## config.mk

```make
export PLATFORM = sky130hd
export DESIGN_NAME = tap_timer
export DESIGN_NICKNAME = d
export VERILOG_FILES = /design/src/rtl/tap_timer_pkg.sv /design/src/rtl/tick_sync.sv /design/src/rtl/tap_ctrl.sv /design/src/rtl/tap_chain.sv /design/src/rtl/tap_timer.sv
export SDC_FILE = /design/constraint.sdc
export NUM_CORES = 1
export LEC_CHECK = 0
export BUFFER_PORTS_ARGS = -buffer_cell sky130_fd_sc_hd__buf_2
export CORE_MARGIN = 5
export CORE_UTILIZATION = 60
export CTS_BUF_LIST = sky130_fd_sc_hd__clkbuf_4
export DETAILED_ROUTE_END_ITERATION = 12
export PLACE_DENSITY = 0.86
export SLEW_MARGIN = 10
export SYNTH_ARGS = -nofsm -noshare
export SYNTH_HDL_FRONTEND = slang
export SYNTH_SLANG_ARGS = --single-unit
```

## constraint.sdc

```tcl
create_clock -name clk -period 3.77 [get_ports clk]
set_input_delay 0.1885 -clock clk [delete_from_list [all_inputs] [get_ports clk]]
set_output_delay 0.1885 -clock clk [all_outputs]
set_load 0.01 [all_outputs]
```

## src/rtl/tap_timer_pkg.sv

```systemverilog
`timescale 1ns/1ps
package tap_timer_pkg;
  localparam int SEC_W_DEF   = 8;
  localparam int NUM_SEC_DEF = 3;
  localparam int SEL_W_DEF   = 4;

  typedef enum logic [1:0] {
    MODE_FULL   = 2'd0,
    MODE_BYPASS = 2'd1,
    MODE_TEST   = 2'd2
  } chain_mode_e;

  // count bit driven to the output for a select code
  function automatic int tap_index(input int sec_w, input int sel);
    return sec_w + sel;
  endfunction

  // test mode is all three controls high at once
  function automatic logic is_test(input logic bypass, input logic preset, input logic clear);
    return bypass & preset & clear;
  endfunction
endpackage

```

## src/rtl/tick_sync.sv

```systemverilog
`timescale 1ns/1ps
module tick_sync #(
  parameter int SYNC_STAGES = 2
) (
  input  logic clk,
  input  logic rst_n,
  input  logic tick_in,
  output logic tick_fall
);
  logic [SYNC_STAGES:0] sh_q;

  always_ff @(posedge clk or negedge rst_n) begin
    if (!rst_n) sh_q <= '0;
    else        sh_q <= {sh_q[SYNC_STAGES-1:0], tick_in};
  end

  assign tick_fall = sh_q[SYNC_STAGES] & ~sh_q[SYNC_STAGES-1];
endmodule

```

## src/rtl/tap_ctrl.sv

```systemverilog
`timescale 1ns/1ps
module tap_ctrl
  import tap_timer_pkg::*;
(
  input  logic        clk,
  input  logic        rst_n,
  input  logic        tick_fall,
  input  logic        preset_i,
  input  logic        clear_i,
  input  logic        bypass_i,
  input  logic        hold_i,
  output chain_mode_e mode,
  output logic        chain_clear,
  output logic        advance,
  output logic        force_hi,
  output logic        force_lo,
  output logic        armed
);
  logic test_w;
  logic live_fall;

  assign test_w      = is_test(bypass_i, preset_i, clear_i);
  assign live_fall   = tick_fall & ~hold_i;
  assign mode        = test_w ? MODE_TEST : (bypass_i ? MODE_BYPASS : MODE_FULL);
  assign chain_clear = ~test_w & (preset_i | clear_i);
  assign force_lo    = ~test_w & clear_i;
  assign force_hi    = ~test_w & ~clear_i & preset_i;
  assign advance     = live_fall & ~chain_clear & ~armed;

  // armed: output latch high, waiting for the falling edge that drops it
  always_ff @(posedge clk or negedge rst_n) begin
    if (!rst_n)           armed <= 1'b0;
    else if (test_w)      armed <= 1'b0;
    else if (clear_i)     armed <= 1'b0;
    else if (preset_i)    armed <= 1'b1;
    else if (live_fall)   armed <= 1'b0;
  end


  armed_after_preset_chk: assert property (@(posedge clk) disable iff (!rst_n)
    (preset_i && !clear_i) |=> armed);


  armed_blocks_advance_chk: assert property (@(posedge clk) disable iff (!rst_n)
    (armed && live_fall && !preset_i && !clear_i) |=> !armed);
endmodule

```

## src/rtl/tap_chain.sv

```systemverilog
`timescale 1ns/1ps
module tap_chain
  import tap_timer_pkg::*;
#(
  parameter int SEC_W   = SEC_W_DEF,
  parameter int NUM_SEC = NUM_SEC_DEF,
  localparam int CNT_W  = SEC_W * NUM_SEC
) (
  input  logic             clk,
  input  logic             rst_n,
  input  logic             clear,
  input  logic             adv,
  input  chain_mode_e      mode,
  output logic [CNT_W-1:0] cnt
);
  logic [NUM_SEC-1:0] inc;
  logic [SEC_W-1:0]   sec_q [NUM_SEC];

  for (genvar s = 0; s < NUM_SEC; s++) begin : g_sec
    logic ripple_w;
    logic skip_w;
    if (s == 0) begin : g_first
      assign ripple_w = 1'b1;
      assign skip_w   = 1'b1;
    end else if (s == 1) begin : g_second
      assign ripple_w = &cnt[SEC_W-1:0];
      assign skip_w   = 1'b1;
    end else begin : g_upper
      assign ripple_w = &cnt[s*SEC_W-1:0];
      assign skip_w   = &cnt[s*SEC_W-1:SEC_W];
    end

    always_comb begin
      unique case (mode)
        MODE_TEST:   inc[s] = adv;
        MODE_BYPASS: inc[s] = (s != 0) && adv && skip_w;
        default:     inc[s] = adv & ripple_w;
      endcase
    end

    always_ff @(posedge clk or negedge rst_n) begin
      if (!rst_n)      sec_q[s] <= '0;
      else if (clear)  sec_q[s] <= '0;
      else if (inc[s]) sec_q[s] <= sec_q[s] + SEC_W'(1);
    end

    assign cnt[s*SEC_W +: SEC_W] = sec_q[s];


    test_section_step_chk: assert property (@(posedge clk) disable iff (!rst_n)
      (mode == MODE_TEST && adv && !clear) |=> sec_q[s] == ($past(sec_q[s]) + SEC_W'(1)));
  end


  hold_when_idle_chk: assert property (@(posedge clk) disable iff (!rst_n)
    (!adv && !clear) |=> $stable(cnt));


  clear_empties_chk: assert property (@(posedge clk) disable iff (!rst_n)
    clear |=> cnt == '0);


  bypass_low_frozen_chk: assert property (@(posedge clk) disable iff (!rst_n)
    (mode == MODE_BYPASS && !clear) |=> $stable(cnt[SEC_W-1:0]));
endmodule

```

## src/rtl/tap_timer.sv

```systemverilog
`timescale 1ns/1ps
module tap_timer
  import tap_timer_pkg::*;
#(
  parameter int SEC_W       = SEC_W_DEF,
  parameter int NUM_SEC     = NUM_SEC_DEF,
  parameter int SEL_W       = SEL_W_DEF,
  parameter int SYNC_STAGES = 2
) (
  input  logic             clk,
  input  logic             rst_n,
  input  logic             tick_in,
  input  logic             preset_i,
  input  logic             clear_i,
  input  logic             bypass_i,
  input  logic             inhibit_i,
  input  logic             osc_stop_i,
  input  logic [SEL_W-1:0] sel_i,
  output logic             decode_o
);
  localparam int CNT_W = SEC_W * NUM_SEC;
  localparam int IDX_W = $clog2(CNT_W);

  logic             tick_fall;
  chain_mode_e      mode;
  logic             chain_clear;
  logic             advance;
  logic             force_hi;
  logic             force_lo;
  logic             armed;
  logic [CNT_W-1:0] cnt;
  logic [IDX_W-1:0] tap_idx;
  logic             tap_bit;

  tick_sync #(.SYNC_STAGES(SYNC_STAGES)) i_sync (
    .clk       (clk),
    .rst_n     (rst_n),
    .tick_in   (tick_in),
    .tick_fall (tick_fall)
  );

  tap_ctrl i_ctrl (
    .clk         (clk),
    .rst_n       (rst_n),
    .tick_fall   (tick_fall),
    .preset_i    (preset_i),
    .clear_i     (clear_i),
    .bypass_i    (bypass_i),
    .hold_i      (inhibit_i | osc_stop_i),
    .mode        (mode),
    .chain_clear (chain_clear),
    .advance     (advance),
    .force_hi    (force_hi),
    .force_lo    (force_lo),
    .armed       (armed)
  );

  tap_chain #(.SEC_W(SEC_W), .NUM_SEC(NUM_SEC)) i_chain (
    .clk   (clk),
    .rst_n (rst_n),
    .clear (chain_clear),
    .adv   (advance),
    .mode  (mode),
    .cnt   (cnt)
  );

  assign tap_idx  = IDX_W'(tap_index(SEC_W, int'(sel_i)));
  assign tap_bit  = cnt[tap_idx];
  assign decode_o = force_lo ? 1'b0 : ((force_hi | armed) ? 1'b1 : tap_bit);


  armed_drives_high_chk: assert property (@(posedge clk) disable iff (!rst_n)
    (armed && !clear_i) |-> decode_o);


  clear_drives_low_chk: assert property (@(posedge clk) disable iff (!rst_n)
    (clear_i && !(bypass_i && preset_i)) |-> !decode_o);
endmodule

```

==> flow_metrics.env <==
export IMPL_fin_crit_sh_pct=65.6
export IMPL_ys_top_cells_by_area="dfrtp_1 42%, mux4_2 6.8%, mux2i_1 6.6%"
export IMPL_outcome="complete, no violations"
export IMPL_ctsHoldBuffers=2
export IMPL_htreeDepth=1
export IMPL_ios=13
export IMPL_area_growth_pct=6.76
export IMPL_netlist_area_leader_share_pct=42.1
export IMPL_avgSynthCellArea_um2=10.3
export IMPL_grt_pass1_wl_mm=6.13
export IMPL_path_clk_slew_ps=150
export IMPL_row_count=19
export IMPL_instances_no_fill=200
export IMPL_hold_violations=0
export IMPL_max_slew_worst_pin_slew_ps=836
export IMPL_final_core_util_pct=65.6
export IMPL_core_area_um2=2710
export IMPL_die_y_um=62.7
export IMPL_crit_chain="or4b_1 -> or4_4 -> or4_1 -> o22ai_1"
export IMPL_post_dp_hpwl_mm=2.54
export IMPL_grt_max_degree=29
export IMPL_syn_cell_area_um2=1670
export IMPL_worstPathRequired_ps=4040
export IMPL_fmax_mhz=404
export IMPL_cp_top_family="simple AND/OR/NAND/NOR gates"
export IMPL_critPathCaptureType="register"
export IMPL_initial_utilization_pct=61.4
export IMPL_drc_errors=0
export IMPL_report_final_slew_viol_count=0
export IMPL_rrSetupSlack_ps=1300
export IMPL_crit_end="i_chain.cnt[20]"
export IMPL_grt_antenna_before_repair=0
export IMPL_clockPowerShare_pct=26.8
export IMPL_crit_slowest_cell="or4b_1"
export IMPL_antennaDiodeCount=0
export IMPL_max_stage_delay_ps=680
export IMPL_post_route_min_period_ps=2470
export IMPL_async_reset_ff_share_pct=100
export IMPL_cts_path_max_buffers=2
export IMPL_p_switching_mw=0.124
export IMPL_ys_warn_count=0
export IMPL_synth_fp_nets=176
export IMPL_synth_most_common_cell="dfrtp_1"
export IMPL_post_cts_buffers=0
export IMPL_max_cap_violations=0
export IMPL_tns_ps=0
export IMPL_synth_top_flop_cell="dfrtp_1"
export IMPL_syn_inst=161
export IMPL_final_antenna_net_count=0
export IMPL_worstPathMaxFanout=14
export IMPL_gp_congestion=0.881
export IMPL_io_buffers=12
export IMPL_fin_worst_skew_ps=3.31
export IMPL_final_nets=186
export IMPL_power_total_mw=0.479
export IMPL_worstHoldPathType="primary input to register"
export IMPL_wire_per_inst_um=18.2
export IMPL_path_buf_inv=0
export IMPL_ys_types=40
export IMPL_ctsResizeCount=0
export IMPL_fin_ws_ps=1300
export IMPL_r2r_end="i_chain.cnt[20]"
export IMPL_grt_pass1_vias=1327
export IMPL_overflow=0
export IMPL_die_area_um2=3930
export IMPL_rsz0062_at_grt="no"
export IMPL_dp_cells=195
export IMPL_place_ws_ps=1320
export IMPL_rr_worst_depth=4
export IMPL_drt_wl_total_mm=3.65
export IMPL_relSlewSlack_pct=44.1
export IMPL_drt_iter0_markers=105
export IMPL_insertion_delay_ps=340
export IMPL_r2r_start="i_sync.sh_q[1]"
export IMPL_cts_sinks=28
export IMPL_synth_common_cells="28 x dfrtp_1, 20 x nand2_1, 11 x mux2i_1"
export IMPL_cts_tree="done"
export IMPL_die_w_um=62.7
export IMPL_drt_pass1_iter_count=4
export IMPL_p_leak_nw=0.709
export IMPL_synth_seq_cells=28
export IMPL_power_frac_seq_pct=63.8
export IMPL_power_share_switching_pct=25.9
export IMPL_pwr_density_cell_nw_per_um2=270
export IMPL_synth_edf_count=0
export IMPL_grtUsageTotal_pct=19.2
export IMPL_vdd_drop_max_v=0.000222
export IMPL_yosysSeqAreaShare_pct=42.1
export IMPL_setup_viol=0
export IMPL_num_vias=1363
export IMPL_cp_arrival_ps=2740
export IMPL_p_int_mw=0.355
export IMPL_synth_top_area_cell="dfrtp_1"
export IMPL_cts_made_buffers=3
export IMPL_pwr_share_comb_pct=9.3
export IMPL_worstSetupPathType="register to register"
export IMPL_drive_above_1_share_pct=18.9
export IMPL_crit_start="i_sync.sh_q[1]"
export IMPL_cp_start_kind="register"
export IMPL_root_buffer="clkbuf_4"
export IMPL_worst_path_stages=4
export IMPL_via_per_inst=6.82
cell type report:
| type | count | area [um^2] |
|---|---|---|
| repair buffers | 14 | 80.1 |
| inverters | 4 | 15.0 |
| well taps | 31 | 38.8 |
| multi-input cells | 120 | 921 |
| fillers | 219 | 932 |
| clock buffers | 3 | 22.5 |
| flip-flops and latches | 28 | 701 |
sequential cells by signal (all words and copies together), names as in the netlist:
signal	cells
i_chain.cnt	24
i_sync.sh_q	3
i_ctrl.armed	1
worst min-delay path by stage:
stage	from	slack (ps)	to	cells past startpoint
4_1_cts	clear_i	60	i_ctrl.armed	2
2_1_floorplan	rst_n	-110	i_chain.cnt[0]	0
3_3_place_gp	rst_n	230	i_chain.cnt[0]	1
3_5_place_dp	rst_n	240	i_chain.cnt[0]	1
5_1_grt	clear_i	40	i_ctrl.armed	2
6_report	clear_i	50	i_ctrl.armed	2
through the flow:
| stage | hold WS [ps] | instance area, um^2 |
|---|---|---|
| after detailed placement | 239 | 1730 |
| after CTS | 62.6 | 1770 |
| final | 54.4 | 1780 |
| after global routing | 44.9 | 1780 |
| after global placement | 227 | 1730 |
| after floorplan | -107 | 1670 |
cells by family (layout without fill, tap and decap cells):
logic type                 Yosys count  in the layout  synth area share, %
buffers and inverters               13             21                 3.08
xor gates and xnor gates             2              2                 1.05
and+or+nand+nor                     72             72                 25.3
muxes                               16             16                 13.4
DFF                                 28             28                 42.1
AOI/OAI and AO/OA                   27             27                 12.8
adders and majority gates            3              3                 2.25
cell usage in the layout, fill, tap and decap left out, drive strengths merged, types with 5 or more instances in the layout:
cell / synthesis / routed
nand3: 7 / 7
nand4: 10 / 10
dfrtp: 28 / 28
buf: 2 / 12
mux2i: 11 / 11
nand2b: 8 / 8
mux4: 5 / 5
nand2: 20 / 20
a21oi: 5 / 5
nor4: 8 / 8
power groups by stage:
stage / clock [mW] / sequential [mW] / combinational (mW)
after floorplan: 0 / 0.309 / 0.0253
after global placement: 0 / 0.311 / 0.0410
after detailed placement: 0 / 0.312 / 0.0428
after CTS: 0.129 / 0.306 / 0.0444
after global routing: 0.148 / 0.306 / 0.0495
final: 0.129 / 0.306 / 0.0448
worst register-to-register path: stages (launching register included):
cell and delay, ps:
dfrtp_1 400, or4b_1 680, or4_4 590, or4_1 560, o22ai_1 170
layer usage:
metal | track usage [%] | up-vias | wire [um]
li1 | - | 637 | -
met1 | 24.3 | 669 | 1530
met2 | 32.4 | 45 | 1830
met3 | 3.24 | 12 | 158
met4 | 7.96 | 0 | 120
met5 | 0 | - | 0
Note: power is estimated with default switching activity, not from simulation.
